<file path="src/rtl/rxq_pkg.sv">
// Shared types and helpers for the receive queue.
// Assumes 8-bit characters with three error flags stored alongside.
package rxq_pkg;
    localparam int RXQ_DATA_W = 8;

    typedef struct packed {
        logic                  brk;
        logic                  ferr;
        logic                  perr;
        logic [RXQ_DATA_W-1:0] data;
    } rxq_entry_t;

    // True when the entry carries any error flag.
    function automatic logic entry_has_err(rxq_entry_t e);
        return e.brk | e.ferr | e.perr;
    endfunction

    // Threshold for select index idx in a queue of the given depth.
    function automatic int trig_level(int depth, int idx);
        case (idx)
            0:       return 1;
            1:       return depth / 4;
            2:       return depth / 2;
            default: return depth - depth / 8;
        endcase
    endfunction
endpackage

</file>
<file path="src/rtl/rxq_store.sv">
// Circular byte store with an occupancy count and an errored-entry count.
// Assumes the caller never pushes when full, never pops when empty and
// never asserts push and replace together. Replace overwrites the head.
module rxq_store
    import rxq_pkg::*;
#(
    parameter int DEPTH = 64,
    localparam int AW = $clog2(DEPTH),
    localparam int CW = $clog2(DEPTH + 1)
) (
    input  logic          clk,
    input  logic          rst_n,
    input  logic          clear,
    input  logic          push,
    input  logic          pop,
    input  logic          replace,
    input  rxq_entry_t    din,
    output rxq_entry_t    head,
    output logic [CW-1:0] count,
    output logic          err_any
);
    rxq_entry_t    mem [DEPTH];
    logic [AW-1:0] wr_ptr, rd_ptr;
    logic [CW-1:0] err_cnt;
    logic          err_inc, err_dec;

    // Advance a pointer with wrap at the store depth.
    function automatic logic [AW-1:0] bump(logic [AW-1:0] p);
        return (p == AW'(DEPTH - 1)) ? '0 : p + 1'b1;
    endfunction

    assign head    = mem[rd_ptr];
    assign err_inc = (push | replace) & entry_has_err(din);
    assign err_dec = (pop | replace) & entry_has_err(head);
    assign err_any = (err_cnt != '0);

    // Storage write: push appends at the tail, replace overwrites the head.
    always_ff @(posedge clk) begin
        if (push)
            mem[wr_ptr] <= din;
        else if (replace)
            mem[rd_ptr] <= din;
    end

    // Pointer, occupancy and error-count bookkeeping.
    always_ff @(posedge clk) begin
        if (!rst_n || clear) begin
            wr_ptr  <= '0;
            rd_ptr  <= '0;
            count   <= '0;
            err_cnt <= '0;
        end else begin
            if (push) wr_ptr <= bump(wr_ptr);
            if (pop)  rd_ptr <= bump(rd_ptr);
            count   <= count + CW'(push) - CW'(pop);
            err_cnt <= err_cnt + CW'(err_inc) - CW'(err_dec);
        end
    end

    p_clear_empties_r10: assert property (@(posedge clk) disable iff (!rst_n)
        clear |=> (count == '0) && !err_any);
    p_count_bound_r7: assert property (@(posedge clk) disable iff (!rst_n)
        count <= CW'(DEPTH));
    p_replace_keeps_count_r6: assert property (@(posedge clk) disable iff (!rst_n)
        (replace && !pop && !clear) |=> $stable(count));
    p_errors_within_count_r9: assert property (@(posedge clk) disable iff (!rst_n)
        err_cnt <= count);
endmodule

</file>
<file path="src/rtl/rxq_level.sv">
// Trigger threshold decode for shallow and deep modes.
// Assumes the occupancy count is already bounded by the active depth.
module rxq_level
    import rxq_pkg::*;
#(
    parameter int SHALLOW_DEPTH = 16,
    parameter int DEEP_DEPTH    = 64,
    localparam int CW = $clog2(DEEP_DEPTH + 1)
) (
    input  logic          clk,
    input  logic          rst_n,
    input  logic          fifo_en,
    input  logic          deep_mode,
    input  logic [1:0]    trig_sel,
    input  logic [CW-1:0] count,
    output logic          at_trigger
);
    logic [CW-1:0] thr_shallow [4];
    logic [CW-1:0] thr_deep    [4];
    logic [CW-1:0] thr;

    // Build the two threshold tables from the depths.
    for (genvar i = 0; i < 4; i++) begin : g_thr
        localparam int LS = trig_level(SHALLOW_DEPTH, i);
        localparam int LD = trig_level(DEEP_DEPTH, i);
        assign thr_shallow[i] = CW'(LS);
        assign thr_deep[i]    = CW'(LD);
    end

    // Pick the active threshold and compare against occupancy.
    always_comb begin
        thr        = deep_mode ? thr_deep[trig_sel] : thr_shallow[trig_sel];
        at_trigger = fifo_en && (count >= thr);
    end

    p_level_one_r3: assert property (@(posedge clk) disable iff (!rst_n)
        (fifo_en && trig_sel == 2'b00 && count != '0) |-> at_trigger);
    p_disabled_no_trig_r3: assert property (@(posedge clk) disable iff (!rst_n)
        !fifo_en |-> !at_trigger);
endmodule

</file>
<file path="src/rtl/rxq_timer.sv">
// Character-time counter for the receive timeout.
// Assumes one tick per character time; counts only while run is high.
module rxq_timer #(
    parameter int TIMEOUT_CHARS = 4,
    localparam int TW = $clog2(TIMEOUT_CHARS + 1)
) (
    input  logic clk,
    input  logic rst_n,
    input  logic run,
    input  logic restart,
    input  logic tick,
    output logic expired
);
    logic [TW-1:0] cnt;

    assign expired = (cnt == TW'(TIMEOUT_CHARS));

    // Count ticks up to the limit; restart or idle returns to zero.
    always_ff @(posedge clk) begin
        if (!rst_n || restart || !run)
            cnt <= '0;
        else if (tick && !expired)
            cnt <= cnt + 1'b1;
    end

    p_restart_clears_r5: assert property (@(posedge clk) disable iff (!rst_n)
        restart |=> !expired);
    p_expiry_needs_tick_r4: assert property (@(posedge clk) disable iff (!rst_n)
        $rose(expired) |-> $past(tick) && $past(run));
endmodule

</file>
<file path="src/rtl/rx_fifo_ctl.sv">
// Receive queue control: accepts bytes, decides push, overwrite or drop,
// tracks overrun, trigger level and character timeout.
// Assumes rx_valid is a single-cycle pulse per received byte.
module rx_fifo_ctl
    import rxq_pkg::*;
#(
    parameter int SHALLOW_DEPTH = 16,
    parameter int DEEP_DEPTH    = 64,
    parameter int TIMEOUT_CHARS = 4
) (
    input  logic                  clk,
    input  logic                  rst_n,
    input  logic                  rx_valid,
    input  logic [RXQ_DATA_W-1:0] rx_data,
    input  logic                  rx_perr,
    input  logic                  rx_ferr,
    input  logic                  rx_brk,
    input  logic                  rbr_rd,
    input  logic                  lsr_rd,
    input  logic                  fifo_en,
    input  logic                  rx_clr,
    input  logic [1:0]            trig_sel,
    input  logic                  deep_mode,
    input  logic                  char_tick,
    output logic [RXQ_DATA_W-1:0] rbr_data,
    output logic                  data_ready,
    output logic                  at_trigger,
    output logic                  rx_timeout,
    output logic                  overrun,
    output logic                  err_any
);
    localparam int CW = $clog2(DEEP_DEPTH + 1);

    logic          en_q, deep_q;
    logic          clear, room, push, pop, replace, drop;
    logic [CW-1:0] count, cap;
    logic          expired;
    rxq_entry_t    din, head;

    assign din = '{brk: rx_brk, ferr: rx_ferr, perr: rx_perr, data: rx_data};

    // Remember the mode so that a change can empty the queue.
    always_ff @(posedge clk) begin
        if (!rst_n) begin
            en_q   <= 1'b0;
            deep_q <= 1'b0;
        end else begin
            en_q   <= fifo_en;
            deep_q <= deep_mode;
        end
    end

    // Decide what happens to the offered byte and the read strobe.
    always_comb begin
        clear   = rx_clr || (fifo_en != en_q) || (deep_mode != deep_q);
        cap     = !fifo_en ? CW'(1) : (deep_mode ? CW'(DEEP_DEPTH) : CW'(SHALLOW_DEPTH));
        pop     = rbr_rd && (count != '0) && !clear;
        room    = (count - CW'(pop)) < cap;
        push    = rx_valid && !clear && room;
        replace = rx_valid && !clear && !room && !fifo_en;
        drop    = rx_valid && !clear && !room && fifo_en;
    end

    // Sticky overrun; a new loss wins over the clearing status read.
    always_ff @(posedge clk) begin
        if (!rst_n)
            overrun <= 1'b0;
        else if (replace || drop)
            overrun <= 1'b1;
        else if (lsr_rd)
            overrun <= 1'b0;
    end

    rxq_store #(.DEPTH(DEEP_DEPTH)) u_store (
        .clk     (clk),
        .rst_n   (rst_n),
        .clear   (clear),
        .push    (push),
        .pop     (pop),
        .replace (replace),
        .din     (din),
        .head    (head),
        .count   (count),
        .err_any (err_any)
    );

    rxq_level #(.SHALLOW_DEPTH(SHALLOW_DEPTH), .DEEP_DEPTH(DEEP_DEPTH)) u_level (
        .clk        (clk),
        .rst_n      (rst_n),
        .fifo_en    (fifo_en),
        .deep_mode  (deep_mode),
        .trig_sel   (trig_sel),
        .count      (count),
        .at_trigger (at_trigger)
    );

    rxq_timer #(.TIMEOUT_CHARS(TIMEOUT_CHARS)) u_timer (
        .clk     (clk),
        .rst_n   (rst_n),
        .run     (fifo_en && (count != '0)),
        .restart (clear || push || pop || replace),
        .tick    (char_tick),
        .expired (expired)
    );

    assign rbr_data   = head.data;
    assign data_ready = (count != '0);
    assign rx_timeout = expired && data_ready;

    p_ovr_sticky_r8: assert property (@(posedge clk) disable iff (!rst_n)
        (overrun && !lsr_rd) |=> overrun);
    p_full_drop_r7: assert property (@(posedge clk) disable iff (!rst_n)
        (fifo_en && rx_valid && !rbr_rd && !clear && count == cap) |=> $stable(count) && overrun);
    p_write_makes_ready_r2: assert property (@(posedge clk) disable iff (!rst_n)
        (rx_valid && !clear) |=> data_ready);
    p_empty_read_r11: assert property (@(posedge clk) disable iff (!rst_n)
        (!data_ready && !rx_valid) |=> !data_ready);
endmodule

</file>
<file path="config.mk">
export PLATFORM = sky130hd
export DESIGN_NAME = rx_fifo_ctl
export DESIGN_NICKNAME = d
export VERILOG_FILES = /design/src/rtl/rxq_pkg.sv /design/src/rtl/rxq_store.sv /design/src/rtl/rxq_level.sv /design/src/rtl/rxq_timer.sv /design/src/rtl/rx_fifo_ctl.sv
export SDC_FILE = /design/constraint.sdc
export NUM_CORES = 1
export LEC_CHECK = 0
export BUFFER_PORTS_ARGS = -buffer_cell sky130_fd_sc_hd__buf_2
export CORE_ASPECT_RATIO = 1.1
export CORE_UTILIZATION = 67
export CTS_CLUSTER_SIZE = 28
export DETAILED_ROUTE_END_ITERATION = 7
export GPL_TIMING_DRIVEN = 0
export PLACE_DENSITY = 0.81
export SYNTH_ARGS = -nofsm -noshare
export SYNTH_HDL_FRONTEND = slang
export SYNTH_SLANG_ARGS = --single-unit
</file>
<file path="constraint.sdc">
create_clock -name clk -period 12.2 [get_ports clk]
set_clock_uncertainty 0.15 [all_clocks]
set_input_delay 1.22 -clock clk [delete_from_list [all_inputs] [get_ports clk]]
set_output_delay 1.22 -clock clk [all_outputs]
set_load 0.1 [all_outputs]
</file>
==> flow_metrics.py <==
metrics = {
    "status": {
        "status": "finished, final reports clean",
    },
    "synth": {
        "postSynthCellCount": 1515,
        "yosysMostFrequentCell": "edfxtp_1",
        "synth_area_per_cell_um2": 19.3,
        "synth_top_cell_by_area": "edfxtp_1",
        "synth_area_um2": 29300,
        "synthTopCellsByCount": "edfxtp_1 (704), mux4_2 (168), nor2_1 (145)",
        "synth_edf_count": 704,
        "ys_seq_area_frac": 0.747,
        "ys_warn_count": 0,
        "yosysTopAreaCellShare": 0.721,
        "syn-num-nets": 1575,
        "synth.area.top_cells": "edfxtp_1 (72%), mux4_2 (13%), dfxtp_1 (2.6%)",
        "ys_ff_latch": 742,
        "ys_types": 57,
        "async_flop_share": 0,
        "synthFlopType": "edfxtp_1",
    },
    "global_routing": {
        "grt_first_pass_wirelength_um": 104000,
        "grt_use_met1": 0.451,
        "grt_max_degree": 66,
        "grt_busiest_layer": "met2",
        "grt_pass1_vias": 15600,
        "use_met3": 0.0627,
        "grt_overflow": 0,
        "grt_antenna_before_repair": 1,
        "met2_usage": 0.546,
        "grt_usage": 0.332,
    },
    "power_and_ir_drop": {
        "peakVddDrop_mv": 0.121,
        "p_per_area_nw_per_um2": 155,
        "p_leak_nw": 10.1,
    },
    "routing": {
        "drtPass1Iterations": 6,
        "vias": 15700,
        "wl_um": 72100,
        "drtAntennaViolNets": 0,
        "vias_per_cell": 6.99,
        "drc": 0,
        "wire_per_inst_um": 32.0,
        "drt-initial-drc-count": 2130,
    },
    "setup_path": {
        "cp.required_ns": 12.56,
        "max_stage_delay_ns": 0.51,
        "cp_common_cell": "ha_1",
        "start_kind": "input port",
        "arrival_ns": 7.18,
        "crit_path_max_fanout": 10,
        "critPathKind": "in -> reg",
        "worst_path_max_delay_cell": "nor3_1",
        "endpoint_kind": "register",
    },
    "run": {
        "max_cap_viol_count": 0,
    },
    "timing": {
        "fin_crit_ns": 6.81,
        "setup_tns_ns": 0,
        "maxSlewViolCount": 0,
        "worstMarginPinSlew_ns": 1.38,
        "hold_violations": 0,
        "slew_headroom": 0.0772,
        "setup_viol": 0,
        "max_freq_ghz": 0.147,
        "timing.final.crit_share": 0.558,
        "rsz0062_at_grt": "false",
    },
    "floorplan": {
        "die_y_um": 221,
        "die_w_um": 201,
        "io_pins": 35,
        "die-area_um2": 44600,
        "core_um2": 43200,
        "initial_core_util": 0.678,
        "rows": 80,
    },
    "clock_tree": {
        "cts_made_buffers": 70,
        "postCtsSetupBuffers": 0,
        "clk_latency_ns": 0.62,
        "cts_buffer_depth": 3,
        "cts_tree": "built",
        "cts_sinks": 742,
        "clockRootBuffer": "clkbuf_16",
        "hold_buffers": 0,
        "htree_levels": 3,
        "cts-resized-gates": 0,
        "clkTransAtPathRegs_ns": 0.06,
    },
    "layout": {
        "fillerInstances": 2325,
        "diodes": 0,
        "final_layout_size_suffix_gt1_frac": 0.209,
        "fin_area_um2": 32500,
        "nNetsFinal": 1683,
        "area.growth.synth_to_final_pct": 10.8,
    },
    "placement": {
        "io_buffers": 33,
        "hpwl_um": 42900,
        "gp_congestion": 0.896,
        "dpl_cell_area_um2": 30200,
    },
    "hold_path": {
        "hp-class": "reg -> reg",
    },
}
-- state kept, by name, summed over array words and instances, names as in the netlist, named ones only --
register / flops
u_store.count: 7
overrun: 1
u_store.rd_ptr: 6
u_store.mem: 704
deep_q: 1
en_q: 1
u_timer.cnt: 3
u_store.wr_ptr: 6
u_store.err_cnt: 7
-- placed cells by master, fill, tap and decap left out, drive strengths merged, types with 24 or more instances in the layout --
cell	netlist	final
mux2i	26	26
nor3	24	24
clkinv	0	31
clkbuf	34	119
a21oi	25	25
inv	33	36
edfxtp	704	704
buf	37	73
nor4	40	40
nand2	29	29
ha	36	36
dfxtp	38	38
mux4	168	168
nor2	145	145
-- stage by stage --
stage               std cells   util  setup WS, ns  hold slack (ns)  power, W
floorplan                1515      -          6.08            0.339   0.00286
global placement         2122  0.698          5.00            0.361   0.00291
global route             2252  0.751          5.06            0.425   0.00510
detailed placement       2125  0.699          4.89            0.377   0.00291
CTS                      2252  0.751          5.47            0.387   0.00501
finish                   2252  0.751          5.39            0.387   0.00502
-- kinds of logic after synthesis --
| family | share of synthesized area |
|---|---|
| XOR/XNOR | 0.00687 |
| multiplexers | 0.141 |
| buffers and inverters | 0.0155 |
| flip-flops | 0.747 |
| AND/OR/NAND/NOR | 0.0534 |
| AO/OA/AOI/OAI | 0.0193 |
| adder cells (fa/ha/maj) | 0.0167 |
-- critical path, delay by kind of cell --
family                   cells  cell delay [ns]
AO/OA/AOI/OAI                8             1.58
AND/OR/NAND/NOR              6             1.46
adder cells (fa/ha/maj)      6             1.43
buffers and inverters        7             1.18
XOR/XNOR                     2             0.31
-- routing by layer --
| metal | wire (um) | part of all wire |
|---|---|---|
| met4 | 2660 | 0.037 |
| met5 | 0 | 0 |
| met1 | 25900 | 0.36 |
| met2 | 36000 | 0.50 |
| met3 | 7580 | 0.11 |
-- layout make-up --
class	count	area (um^2)	area share
buffer	71	329	0.0101
clock buffer	85	1890	0.0583
clock inverter	42	353	0.0109
inverter	33	124	0.00381
multi-input combinational	669	6970	0.215
sequential	742	21900	0.674
tap	574	718	0.0221
timing repair buffer	36	188	0.00578
-- path summary, 6_finish.rpt --
check	start	end	slack [ns]	cells after the start
min	u_timer.cnt[2]	u_timer.cnt[2]	0.39	2
min reg2reg	u_timer.cnt[2]	u_timer.cnt[2]	0.39	2
max reg2reg	u_store.count[2]	u_store.err_cnt[6]	5.73	30
max	deep_mode	u_store.err_cnt[6]	5.39	29
-- report_power, final --
| part | internal (W) | switching, W | leakage [nW] |
|---|---|---|---|
| Combinational | 0.0000102 | 0.0000612 | 2.40 |
| Clock | 0.00122 | 0.000941 | 1.10 |
| Sequential | 0.00279 | 0.000000604 | 6.63 |
| Total | 0.00401 | 0.00100 | 10.1 |
Note: power is estimated with default switching activity, not from simulation.
